### src/rtl/burst_sram_pkg.sv
package burst_sram_pkg;

    localparam int BEATS = 4;

    typedef logic [1:0] beat_t;

    // Offset of beat k inside the aligned group of four.
    function automatic beat_t burst_offset(input beat_t start, input beat_t k, input logic lin);
        beat_t r;
        if (lin) r = start + k;
        else     r = start ^ k;
        return r;
    endfunction

endpackage

### src/rtl/burst_addr_gen.sv
module burst_addr_gen
    import burst_sram_pkg::*;
#(
    parameter int AW = 6
) (
    input  logic          clk,
    input  logic          rst_n,
    input  logic          strobe_i,
    input  logic [AW-1:0] addr_i,
    input  logic          lin_i,
    input  logic          hold_i,
    output logic          busy_o,
    output logic          rd_en_o,
    output logic [AW-1:0] rd_addr_o
);

    localparam beat_t LAST_BEAT = beat_t'(BEATS - 1);

    typedef struct packed {
        logic          active;
        logic          lin;
        beat_t         beat;
        logic [AW-1:0] base;
    } gen_st_t;

    gen_st_t st_d, st_q;

    always_comb begin
        st_d = st_q;
        if (strobe_i) begin
            st_d.active = 1'b1;
            st_d.lin    = lin_i;
            st_d.beat   = '0;
            st_d.base   = addr_i;
        end else if (st_q.active && !hold_i) begin
            st_d.beat = st_q.beat + 2'd1;
            if (st_q.beat == LAST_BEAT) st_d.active = 1'b0;
        end
    end

    always_ff @(posedge clk or negedge rst_n) begin
        if (!rst_n) st_q <= '0;
        else        st_q <= st_d;
    end

    assign busy_o    = st_q.active;
    assign rd_en_o   = st_q.active && !strobe_i && !hold_i;
    assign rd_addr_o = {st_q.base[AW-1:2], burst_offset(st_q.base[1:0], st_q.beat, st_q.lin)};

    // a strobe always restarts at the supplied start location
    assert_strobe_restart_R10: assert property (@(posedge clk) disable iff (!rst_n)
        strobe_i |=> (busy_o && rd_addr_o == $past(addr_i)));

    // a held beat keeps its address
    assert_hold_freezes_R9: assert property (@(posedge clk) disable iff (!rst_n)
        (busy_o && hold_i && !strobe_i) |=> (busy_o && $stable(rd_addr_o)));

    // the group address never moves inside a burst
    assert_group_fixed_R3: assert property (@(posedge clk) disable iff (!rst_n)
        (busy_o && !strobe_i) |=> (!busy_o || rd_addr_o[AW-1:2] == $past(rd_addr_o[AW-1:2])));

endmodule

### src/rtl/burst_sram_array.sv
module burst_sram_array #(
    parameter int AW = 6,
    parameter int DW = 16
) (
    input  logic          clk,
    input  logic          rst_n,
    input  logic          we_i,
    input  logic [AW-1:0] waddr_i,
    input  logic [DW-1:0] wdata_i,
    input  logic          re_i,
    input  logic [AW-1:0] raddr_i,
    output logic [DW-1:0] rdata_o,
    output logic          rvalid_o
);

    localparam int DEPTH = 1 << AW;

    typedef struct packed {
        logic          valid;
        logic [DW-1:0] data;
    } rd_st_t;

    logic [DW-1:0] mem [DEPTH];
    rd_st_t rd_d, rd_q;

    always_ff @(posedge clk) begin
        if (we_i) mem[waddr_i] <= wdata_i;
    end

    always_comb begin
        rd_d       = rd_q;
        rd_d.valid = re_i;
        if (re_i) rd_d.data = mem[raddr_i];
    end

    always_ff @(posedge clk or negedge rst_n) begin
        if (!rst_n) rd_q <= '0;
        else        rd_q <= rd_d;
    end

    assign rdata_o  = rd_q.data;
    assign rvalid_o = rd_q.valid;

    // the write port is never used while a burst reads
    assert_no_write_in_burst_R11: assert property (@(posedge clk) disable iff (!rst_n)
        we_i |-> !re_i);

    // every issued read yields a beat on the next cycle
    assert_read_lands_R3: assert property (@(posedge clk) disable iff (!rst_n)
        re_i |=> rvalid_o);

endmodule

### src/rtl/burst_out_stage.sv
module burst_out_stage #(
    parameter int DW = 16
) (
    input  logic          clk,
    input  logic          rst_n,
    input  logic          pipe_i,
    input  logic [DW-1:0] data_i,
    input  logic          valid_i,
    output logic [DW-1:0] data_o,
    output logic          valid_o
);

    typedef struct packed {
        logic          valid;
        logic [DW-1:0] data;
    } out_st_t;

    out_st_t st_d, st_q;

    always_comb begin
        st_d.valid = valid_i;
        st_d.data  = data_i;
    end

    always_ff @(posedge clk or negedge rst_n) begin
        if (!rst_n) st_q <= '0;
        else        st_q <= st_d;
    end

    assign data_o  = pipe_i ? st_q.data  : data_i;
    assign valid_o = pipe_i ? st_q.valid : valid_i;

    // in pipelined mode the flag trails the array by one cycle
    assert_pipe_lag_R7: assert property (@(posedge clk) disable iff (!rst_n)
        (pipe_i && $past(pipe_i)) |-> (valid_o == $past(valid_i)));

endmodule

### src/rtl/burst_sram.sv
module burst_sram
    import burst_sram_pkg::*;
#(
    parameter int AW = 6,
    parameter int DW = 16
) (
    input  logic          clk,
    input  logic          rst_n,
    input  logic          addr_strobe,
    input  logic [AW-1:0] addr,
    input  logic          order_lin,
    input  logic          adv_hold,
    input  logic          pipe_mode,
    input  logic          wr_en,
    input  logic [DW-1:0] wr_data,
    output logic [DW-1:0] rd_data,
    output logic          rd_valid
);

    localparam int RUN_W = $clog2(BEATS + 1);

    logic          busy;
    logic          rd_en;
    logic [AW-1:0] rd_addr;
    logic          mem_we;
    logic [DW-1:0] arr_data;
    logic          arr_valid;

    assign mem_we = wr_en && !addr_strobe && !busy;

    burst_addr_gen #(.AW(AW)) u_gen (
        .clk       (clk),
        .rst_n     (rst_n),
        .strobe_i  (addr_strobe),
        .addr_i    (addr),
        .lin_i     (order_lin),
        .hold_i    (adv_hold),
        .busy_o    (busy),
        .rd_en_o   (rd_en),
        .rd_addr_o (rd_addr)
    );

    burst_sram_array #(.AW(AW), .DW(DW)) u_array (
        .clk      (clk),
        .rst_n    (rst_n),
        .we_i     (mem_we),
        .waddr_i  (addr),
        .wdata_i  (wr_data),
        .re_i     (rd_en),
        .raddr_i  (rd_addr),
        .rdata_o  (arr_data),
        .rvalid_o (arr_valid)
    );

    burst_out_stage #(.DW(DW)) u_out (
        .clk     (clk),
        .rst_n   (rst_n),
        .pipe_i  (pipe_mode),
        .data_i  (arr_data),
        .valid_i (arr_valid),
        .data_o  (rd_data),
        .valid_o (rd_valid)
    );

    // Checker state: length of the current run of valid beats.
    logic [RUN_W-1:0] run_d, run_q;

    always_comb begin
        run_d = run_q;
        if (!rd_valid)                    run_d = '0;
        else if (run_q != RUN_W'(BEATS))  run_d = run_q + 1'b1;
    end

    always_ff @(posedge clk or negedge rst_n) begin
        if (!rst_n) run_q <= '0;
        else        run_q <= run_d;
    end

    // never more than four back-to-back valid beats
    assert_four_beats_max_R8: assert property (@(posedge clk) disable iff (!rst_n)
        rd_valid |-> (run_q < RUN_W'(BEATS)));

    // no beat without a burst having been started
    assert_idle_quiet_R1: assert property (@(posedge clk) disable iff (!rst_n)
        (!busy && !$past(busy) && !$past(busy, 2) && !$past(addr_strobe)) |-> !rd_valid);

endmodule

### config.mk
export PLATFORM = sky130hd
export DESIGN_NAME = burst_sram
export DESIGN_NICKNAME = d
export VERILOG_FILES = /design/src/rtl/burst_sram_pkg.sv /design/src/rtl/burst_addr_gen.sv /design/src/rtl/burst_sram_array.sv /design/src/rtl/burst_out_stage.sv /design/src/rtl/burst_sram.sv
export SDC_FILE = /design/constraint.sdc
export NUM_CORES = 1
export LEC_CHECK = 0
export ABC_CLOCK_PERIOD_IN_PS = 4300
export CORE_MARGIN = 2
export CORE_UTILIZATION = 26
export DETAILED_ROUTE_END_ITERATION = 10
export DONT_BUFFER_PORTS = 1
export GPL_ROUTABILITY_DRIVEN = 0
export PLACE_DENSITY = 0.43
export SLEW_MARGIN = 20
export SYNTH_ARGS = -nofsm -noshare
export SYNTH_HDL_FRONTEND = slang
export SYNTH_SLANG_ARGS = --single-unit
export TNS_END_PERCENT = 100
### constraint.sdc
create_clock -name clk -period 4.3 [get_ports clk]
set_clock_uncertainty 0.2 [all_clocks]
set_input_delay 0.86 -clock clk [delete_from_list [all_inputs] [get_ports clk]]
set_output_delay 0.86 -clock clk [all_outputs]
set_load 0.05 [all_outputs]
==> results of run 1 <==
[registers in the layout (all words and copies together) (netlist names)]
signal            cells
u_out.st_q           17
u_array.mem        1024
u_array.rvalid_o      1
u_gen.rd_addr_o       4
u_array.rdata_o      16
u_gen.busy_o          1
u_gen.st_q            5
[metal layers]
metal | vias up | GRT usage
li1 | 10200 | -
met3 | 213 | 0.0337
met5 | - | 0
met4 | 0 | 0.0573
met2 | 1012 | 0.252
met1 | 13000 | 0.226
[kinds of logic after synthesis]
group,share of synthesized area
flip-flops,0.748
AND/OR/NAND/NOR,0.0566
AO/OA/AOI/OAI,0.0639
multiplexers,0.109
buffers and inverters,0.0197
XOR/XNOR,0.00226
adder cells (fa/ha/maj),0.000587
[what timing repair did]
| action | CTS | global route |
|---|---|---|
| hold buffers | 17 | 0 |
| endpoints found under the hold margin | 182 | 0 |
| setup endpoints to repair | 0 | 1 |
| gates resized for setup | 0 | 1 |
[final timing paths]
path	to	slack (ns)	startpoint
max	u_array.rdata_o[7]	0.21	u_gen.st_q[6]
min	u_array.mem[63][7]	0.05	wr_data[7]
max reg2reg	u_array.rdata_o[7]	0.21	u_gen.st_q[6]
min reg2reg	u_out.st_q[16]	0.17	u_array.rvalid_o
max in group asynchronous	u_gen.rd_addr_o[2]	3.17	rst_n
min in group asynchronous	u_out.st_q[6]	0.47	rst_n
[power breakdown]
part           switching [uW]  total [uW]  internal [uW]
registers                 157       11700          11500
clock network            4110        9720           5620
logic                    2120        3310           1200
total                    6380       24700          18300
[per-stage QoR]
| step | instances | hold WS [ns] |
|---|---|---|
| 3_5_place_dp | 4617 | 0.164 |
| 3_3_place_gp | 4617 | 0.159 |
| 5_1_grt | 4843 | 0.0164 |
| 4_1_cts | 4843 | 0.00165 |
| 2_1_floorplan | 2426 | 0.150 |
| 6_report | 4845 | 0.0461 |
[layout make-up]
class                           instances  area [um^2]  share of cell area
Sequential cell                      1068        31900               0.637
Multi-Input combinational cell       1196        10000               0.201
Clock buffer                          127         2940              0.0589
Tap cell                             2175         2720              0.0544
Timing Repair Buffer                  190         1660              0.0331
Clock inverter                         82          746              0.0149
Inverter                                5         18.8            0.000375
Antenna cell                            2         5.00            0.000100
[worst reg2reg max path, stage by stage, from the launching register on]
cell,delay (ns)
dfrtp_1,0.44
ha_4,0.70
buf_4,0.44
mux4_2,0.56
nand2_1,0.11
nand3_1,0.16
o311a_1,0.19
nor4b_1,0.87
buf_4,0.24
nor3_1,0.04
[placed cells by master, fill, tap and decap left out, types with 9 or more instances in the layout]
master	count
a211oi_1	9
a21oi_1	71
a311oi_1	10
a31oi_1	27
a32oi_1	16
buf_12	14
buf_4	161
bufinv_16	12
clkbuf_1	9
clkbuf_16	114
clkinv_1	36
clkinv_2	21
dfrtp_1	42
dlygate4sd3_1	14
edfxtp_1	1024
mux2_2	31
mux2i_1	88
mux4_2	152
nand2_1	218
nand3_1	42
nand4_1	9
nor2_1	97
nor2_2	24
nor3_1	84
nor4_1	22
o211ai_1	15
o21ai_0	40
o221ai_1	77
o22ai_1	23
o311ai_0	10
==> summary.txt, run 1 <==
Outcome
  • Status: completed

Global route
  • First-pass GRT wire length: 194000 um
  • Largest net degree at the start of global routing: 72
  • Total GRT Usage: 0.163
  • GR Overflow Total: 0
  • Vias in the first global route: 24300
  • Antenna violations before repair: 9

Worst setup path
  • Critical path cell sequence: ha_4, buf_4, mux4_2, nand2_1, nand3_1, o311a_1, nor4b_1, buf_4, nor3_1
  • Most frequent CP cell: buf_4
  • Startpoint types: flop
  • Worst path max stage delay: 0.87 ns
  • CP Data Arrival Time: 4.50 ns
  • WP buf/inv: 2
  • Kind of critical path: flop to flop
  • Family with the most delay on the worst path: simple AND/OR/NAND/NOR gates
  • Critical Path RT: 4.71 ns
  • Critical path peak fanout: 21
  • Worst Reg-to-Reg Cells: 9
  • Slowest-stage cell, CP: nor4b_1
  • Worst path depth: 9
  • Setup crit end kind: flop

Hold path
  • WHS Path Cells: 0
  • Hold Crit Class: primary input to flop

Detailed routing
  • Final WL: 138000 um
  • Drt via density: 5.04
  • DRT iter0 DRCs: 2956
  • Post-Route M1 WL: 60500 um
  • Wire per inst: 28.5 um
  • Post-route ant nets: 0
  • Routed wl met3: 10600 um
  • Top sig layer: met4
  • DRC Markers: 0
  • DR pass1 iterations: 6
  • Vias post-DR: 24400
  • Met2 WL: 62800 um

Floorplan
  • Initial Util: 0.262
  • Horiz. Die Dim: 409 um
  • # rows: 148
  • Die Y: 409 um
  • Die area: 167000 um^2
  • # IOs: 46
  • Core footprint: 163000 um^2

Synthesis
  • Dominant cell type by area after synthesis: edfxtp_1
  • Post-synth top flop: edfxtp_1
  • Ys async rst share: 0.0412
  • #FFs+latches synth: 1068
  • Area share of the largest cell type after synthesis: 0.722
  • YS warnings: 0
  • Largest cells by area after synthesis: edfxtp_1 72%, mux4_2 8.0%, dfrtp_1 2.6%, mux2i_1 2.1%, nand2_1 1.9%
  • Syn Std Cell Area: 42600 um^2
  • Mapped Cells: 2426
  • Number of synthesized flops with an enable pin: 1024
  • Distinct cells, synth: 75
  • Syn_nets: 2457
  • Register area share after synthesis: 0.748
  • Syn avg cell area: 17.6 um^2
  • Most frequent cell after synthesis: edfxtp_1
  • Synth top cells by count: 1024 x edfxtp_1, 220 x nand2_1, 152 x mux4_2, 121 x nor2_1, 88 x mux2i_1

STA
  • RSZ-0062 raised after global routing: no
  • Relative slew slack: 0.256
  • Final Hold Viols: 0
  • Achievable Freq: 245 MHz
  • Crit share post-route: 0.951
  • # setup viols final: 0
  • Worst Max-Slew Pin Slew: 1.09 ns
  • Final TNS setup: 0 ns
  • Slack of the critical path: 0.213 ns
  • Max Transition Viols Final: 0
  • Fin crit period: 4.09 ns

Clock tree
  • CTS Buf Count: 114
  • # clock sinks: 1068
  • CTS clock-pin slew for the worst setup and hold paths: 0.06 ns
  • CTS H-tree lvls: 3
  • Worst-Skew Late Latency: 0.72 ns
  • Worst-case clock buffer depth: 3
  • Post-CTS setup buffer count: 0
  • CTS Root Cell: clkbuf_16
  • CTS tree: built

Placement
  • Hpwl dp: 83700 um
  • DP Area: 46100 um^2
  • # port buffers: 0
  • Post-place setup slack: 0.0448 ns

Pwr
  • Power density cells: 494 nW/um^2
  • P_leak: 0.0156 uW
  • Tot Pwr: 24700 uW
  • Peak supply drop: 0.000300 V

Flow run
  • Max Cap Viol: 0

Cells and area
  • Share of layout cells above drive strength 1: 0.216
  • Final design utilization: 0.307
  • Nets@finish: 2606
  • Synth-to-layout area growth: 17.3%
  • Fill count: 15800
  • Fin area: 50000 um^2
Power figures use the tool's default switching activity.
==> run 2: changes to the inputs <==
==> constraint.sdc (replaced) <==
create_clock -name clk -period 4.3 [get_ports clk]
set_clock_uncertainty 0.2 [all_clocks]
set_input_delay 1.29 -clock clk [delete_from_list [all_inputs] [get_ports clk]]
set_output_delay 1.29 -clock clk [all_outputs]
set_load 0.05 [all_outputs]
==> summary.txt, run 2 (synthesized netlist as in run 1, its figures left out) <==
Outcome
  • Status: completed (unchanged)

STA
  • Achievable Freq: 255 MHz (was 245 MHz)
  • Relative slew slack: 0.222 (was 0.256)
  • Hold Slack: 0.0672 ns (was 0.0461 ns)
  • Crit share post-route: 0.912 (was 0.951)
  • Final Hold Viols: 0 (unchanged)
  • RSZ-0062 raised after global routing: no (unchanged)
  • Slack of the critical path: 0.378 ns (was 0.213 ns)
  • Fin crit period: 3.92 ns (was 4.09 ns)
  • # setup viols final: 0 (unchanged)
  • Worst Max-Slew Pin Slew: 1.17 ns (was 1.09 ns)
  • Max Transition Viols Final: 0 (unchanged)
  • Final TNS setup: 0 ns (unchanged)

Global route
  • GR Overflow Total: 0 (unchanged)
  • Largest net degree at the start of global routing: 85 (was 72)
  • Vias in the first global route: 24400 (was 24300)
  • Antenna violations before repair: 9 (unchanged)
  • Total GRT Usage: 0.160 (was 0.163)
  • First-pass GRT wire length: 192000 um (was 194000 um)

Floorplan
  • Core footprint: 163000 um^2 (unchanged)
  • Horiz. Die Dim: 409 um (unchanged)
  • Initial Util: 0.262 (unchanged)
  • Die area: 167000 um^2 (unchanged)
  • Die Y: 409 um (unchanged)
  • # rows: 148 (unchanged)
  • # IOs: 46 (unchanged)

Worst setup path
  • Critical Path RT: 4.71 ns (about the same)
  • CP Data Arrival Time: 4.33 ns (was 4.50 ns)
  • Setup crit end kind: flop (unchanged)
  • Startpoint types: flop (unchanged)
  • Kind of critical path: flop to flop (unchanged)
  • Critical path peak fanout: 26 (was 21)

Detailed routing
  • Post-route ant nets: 0 (unchanged)
  • Drt via density: 5.01 (was 5.04)
  • DR pass1 iterations: 7 (was 6)
  • DRC Markers: 0 (unchanged)
  • Vias post-DR: 24200 (was 24400)
  • DRT iter0 DRCs: 2885 (was 2956)
  • Wire per inst: 28.3 um (was 28.5 um)
  • Final WL: 136000 um (was 138000 um)

Placement
  • Hpwl dp: 82900 um (was 83700 um)
  • # port buffers: 0 (unchanged)
  • Post-place setup slack: -0.0984 ns (was 0.0448 ns)

Clock tree
  • CTS tree: built (unchanged)
  • Post-CTS setup buffer count: 0 (unchanged)
  • Number of gates resized after CTS: 0 (unchanged)
  • CTS H-tree lvls: 3 (unchanged)
  • CTS Root Cell: clkbuf_16 (unchanged)
  • Worst-case clock buffer depth: 3 (unchanged)
  • # clock sinks: 1068 (unchanged)
  • CTS Buf Count: 115 (was 114)
  • CTS clock-pin slew for the worst setup and hold paths: 0.07 ns (was 0.06 ns)
  • Worst-Skew Late Latency: 0.74 ns (was 0.72 ns)

Pwr
  • Peak supply drop: 0.000352 V (was 0.000300 V)
  • P_leak: 0.0155 uW (was 0.0156 uW)
  • Tot Pwr: 24900 uW (was 24700 uW)
  • Power density cells: 500 nW/um^2 (was 494 nW/um^2)

Cells and area
  • Most common library cell in the layout ignoring fill and taps: edfxtp_1 (unchanged)
  • Max FFs per register: 1024 (unchanged)
  • Most frequent cells in the layout: 1024 x edfxtp_1, 218 x nand2_1, 155 x buf_4 (was 1024 x edfxtp_1, 218 x nand2_1, 161 x buf_4)
  • Final design utilization: 0.306 (was 0.307)
  • Reg with most FFs: u_array.mem (unchanged)
  • Nets@finish: 2585 (was 2606)
  • Share of layout cells above drive strength 1: 0.213 (was 0.216)
  • Fill count: 15800 (about the same)
  • Synth-to-layout area growth: 16.9% (was 17.3%)

Flow run
  • Max Cap Viol: 0 (unchanged)

Hold path
  • Hold Crit Class: primary input to async pin (was primary input to flop)
[run 2: changes by cell type in the layout (fill, tap and decap cells not counted), moves of 3 or more]
cell,change
clkinv_2,+3
buf_12,-3
buf_4,-6
clkbuf_16,+3
dlygate4sd3_1,-13
clkbuf_1,+16
clkinv_1,-15
[run 2: layout make-up]
| class | instances | area, um^2 | share of cell area |
|---|---|---|---|
| clock inverter | 66 | 667 | 0.0134 |
| timing repair buffer | 168 | 1420 | 0.0285 |
| tap | 2175 | 2720 | 0.0547 |
| clock buffer | 146 | 3080 | 0.0618 |
| multi-input combinational | 1196 | 10000 | 0.201 |
| antenna | 2 | 5.00 | 0.000101 |
| sequential | 1068 | 31900 | 0.640 |
| inverter | 5 | 18.8 | 0.000377 |
[run 2: timing repair]
item / CTS / global route
hold buffers: 2 / 0
setup endpoints to repair: 0 / 0
endpoints found under the hold margin: 41 / 0
[run 2: critical path, stage by stage (launching register included)]
cell,delay [ns]
dfrtp_1,0.44
ha_4,0.69
buf_4,0.53
buf_4,0.34
nor2b_1,0.07
a211oi_1,0.17
a211oi_1,0.08
a2111oi_0,0.67
buf_4,0.26
a21oi_1,0.13
o31a_1,0.15
[run 2: final timing paths]
kind / slack (ns) / startpoint / to / cells after the start
worst max-delay path: 0.38 / u_gen.st_q[6] / u_array.rdata_o[10] / 10
worst min-delay path: 0.07 / rst_n / u_array.rdata_o[14] / 0
worst max register to register: 0.38 / u_gen.st_q[6] / u_array.rdata_o[10] / 10
worst min register to register: 0.18 / u_array.rvalid_o / u_out.st_q[16] / 0
max in group asynchronous: 2.84 / rst_n / u_out.st_q[3] / 1
min in group clk: 0.18 / u_array.rvalid_o / u_out.st_q[16] / 0
[run 2: where the power goes]
group	total [uW]	switching, uW	internal [uW]	leakage [uW]
clock	9900	4150	5760	0.00183
combinational	3320	2140	1180	0.00396
sequential	11700	156	11500	0.00969
[run 2: through the flow]
stage	area (um^2)	std cells
finish	49800	4826
floorplan	42600	2426
CTS	49800	4824
detailed placement	46000	4610
global route	49800	4824
global placement	46000	4610
[run 2: routing by layer]
layer	vias up	global-route usage	wire length (um)
li1	10200	-	-
met1	12900	0.226	60900
met2	920	0.249	62400
met3	187	0.0306	9380
met4	4	0.0506	3640
met5	-	0	27
==> run 3: changes to the inputs <==
--- a/config.mk
+++ b/config.mk
@@ -11,6 +11,7 @@
 export DETAILED_ROUTE_END_ITERATION = 10
 export DONT_BUFFER_PORTS = 1
 export GPL_ROUTABILITY_DRIVEN = 0
+export MAX_ROUTING_LAYER = met4
 export PLACE_DENSITY = 0.43
 export SLEW_MARGIN = 20
 export SYNTH_ARGS = -nofsm -noshare
==> summary.txt, run 3 (synthesized netlist as in run 1, its figures left out) <==
STA
  • Crit share post-route: 0.921 (was 0.912)
  • Fin crit period: 3.96 ns (was 3.92 ns)
  • Relative slew slack: 0.225 (was 0.222)
  • Achievable Freq: 253 MHz (was 255 MHz)
  • # setup viols final: 0 (unchanged)
  • Worst Max-Slew Pin Slew: 1.16 ns (was 1.17 ns)
  • Max Transition Viols Final: 0 (unchanged)
  • Final Hold Viols: 0 (unchanged)
  • Final TNS setup: 0 ns (unchanged)
  • Slack of the critical path: 0.342 ns (was 0.378 ns)
  • RSZ-0062 raised after global routing: no (unchanged)

Cells and area
  • Synth-to-layout area growth: 16.9% (about the same)
  • Reg with most FFs: u_array.mem (unchanged)
  • Max FFs per register: 1024 (unchanged)
  • Most common library cell in the layout ignoring fill and taps: edfxtp_1 (unchanged)
  • Most frequent cells in the layout: 1024 x edfxtp_1, 218 x nand2_1, 155 x buf_4 (unchanged)
  • Final design utilization: 0.306 (about the same)
  • Fin area: 49800 um^2 (about the same)
  • Share of layout cells above drive strength 1: 0.213 (unchanged)
  • Nets@finish: 2585 (unchanged)

Pwr
  • Power density cells: 500 nW/um^2 (about the same)
  • P_leak: 0.0155 uW (unchanged)
  • Tot Pwr: 24900 uW (about the same)
  • Peak supply drop: 0.000352 V (about the same)

Detailed routing
  • DR pass1 iterations: 8 (was 7)
  • Final WL: 136000 um (about the same)
  • Vias post-DR: 24200 (about the same)
  • DRC Markers: 0 (unchanged)
  • Wire per inst: 28.3 um (about the same)
  • Post-route ant nets: 0 (unchanged)
  • Drt via density: 5.02 (was 5.01)
  • DRT iter0 DRCs: 2758 (was 2885)

Placement
  • Hpwl dp: 82900 um (unchanged)
  • # port buffers: 0 (unchanged)
  • Post-place setup slack: -0.0984 ns (unchanged)
  • DP Area: 46000 um^2 (unchanged)

Floorplan
  • Initial Util: 0.262 (unchanged)
  • Horiz. Die Dim: 409 um (unchanged)
  • # rows: 148 (unchanged)
  • Die area: 167000 um^2 (unchanged)
  • Core footprint: 163000 um^2 (unchanged)
  • # IOs: 46 (unchanged)
  • Die Y: 409 um (unchanged)

Global route
  • Largest net degree at the start of global routing: 85 (unchanged)
  • GR Overflow Total: 0 (unchanged)
  • Total GRT Usage: 0.165 (was 0.160)
  • Vias in the first global route: 24400 (about the same)
  • First-pass GRT wire length: 192000 um (about the same)
  • Antenna violations before repair: 9 (unchanged)

Worst setup path
  • Worst r2r src: u_gen.st_q[6] (unchanged)
  • Setup crit end kind: flop (unchanged)
  • Critical R2R Capture: u_array.rdata_o[10] (unchanged)
  • FF-to-FF setup slack: 0.34 ns (was 0.38 ns)
  • Startpoint types: flop (unchanged)
  • Critical path cell sequence: ha_4, buf_4, buf_4, nor2b_1, a211oi_1, a211oi_1, a2111oi_0, buf_4, a21oi_1, o31a_1 (unchanged)
  • CP Data Arrival Time: 4.36 ns (was 4.33 ns)
  • Worst Reg-to-Reg Cells: 10 (unchanged)
  • Kind of critical path: flop to flop (unchanged)
  • Critical path peak fanout: 26 (unchanged)
  • Slowest-stage cell, CP: ha_4 (unchanged)
  • Worst path max stage delay: 0.71 ns (was 0.69 ns)
  • Most frequent CP cell: buf_4 (unchanged)
  • Critical Path RT: 4.71 ns (about the same)

Clock tree
  • Worst-Skew Late Latency: 0.74 ns (about the same)
  • Worst-case clock buffer depth: 3 (unchanged)
  • # clock sinks: 1068 (unchanged)
  • CTS clock-pin slew for the worst setup and hold paths: 0.07 ns (about the same)
  • Post-CTS setup buffer count: 0 (unchanged)
  • CTS Hold Bufs: 2 (unchanged)
  • Number of gates resized after CTS: 0 (unchanged)
  • CTS H-tree lvls: 3 (unchanged)
  • CTS tree: built (unchanged)
  • CTS Buf Count: 115 (unchanged)
  • CTS Root Cell: clkbuf_16 (unchanged)

Hold path
  • Hold Crit Class: primary input to async pin (unchanged)

Outcome
  • Status: completed (unchanged)

Flow run
  • Max Cap Viol: 0 (unchanged)
==> run 3: cell types whose count changed in the layout (fill, tap and decap cells not counted), sizes merged <==
cell   change
diode      +2
==> run 3: power by group <==
part	switching [uW]	leakage (uW)	internal, uW	total [uW]
registers	156	0.00969	11500	11700
logic	2140	0.00396	1180	3320
clock network	4160	0.00183	5760	9920
total	6450	0.0155	18400	24900
==> run 3: worst max path at each step <==
stage,startpoint,endpoint,depth (start not counted)
after floorplan,pipe_mode,rd_data[10],3
after global placement,addr_strobe,u_array.mem[20][11],4
after detailed placement,adv_hold,u_array.rdata_o[0],7
after CTS,u_gen.st_q[6],u_array.rdata_o[10],10
after global routing,u_gen.st_q[6],u_array.rdata_o[10],10
final,u_gen.st_q[6],u_array.rdata_o[10],10
==> run 3: through the flow <==
stage          cells  hold WS (ns)
2_1_floorplan   2426         0.150
3_3_place_gp    4610         0.164
3_5_place_dp    4610         0.169
4_1_cts         4824       0.00891
5_1_grt         4825        0.0368
6_report        4828        0.0672
==> run 3: per-layer routing <==
| metal | vias up | global-route usage | wire length [um] |
|---|---|---|---|
| li1 | 10200 | - | - |
| met3 | 183 | 0.0306 | 9420 |
| met1 | 13000 | 0.226 | 61200 |
| met5 | - | - | 0 |
| met2 | 888 | 0.250 | 62400 |
| met4 | 0 | 0.0488 | 3450 |
==> run 3: worst max-delay path, delay by kind of cell, from the launching register on <==
kind	cells	cell delay, ns
compound gates	5	1.22
buf+inv	3	1.14
fa+ha+maj	1	0.71
flops	1	0.44
simple gates	1	0.07
==> run 3: area by class of cell <==
class	count	area [um^2]
Multi-Input combinational cell	1196	10000
Clock inverter	66	667
Inverter	5	18.8
Tap cell	2175	2720
Fill cell	15800	113000
Sequential cell	1068	31900
Clock buffer	146	3080
Antenna cell	4	10.0
Timing Repair Buffer	168	1420
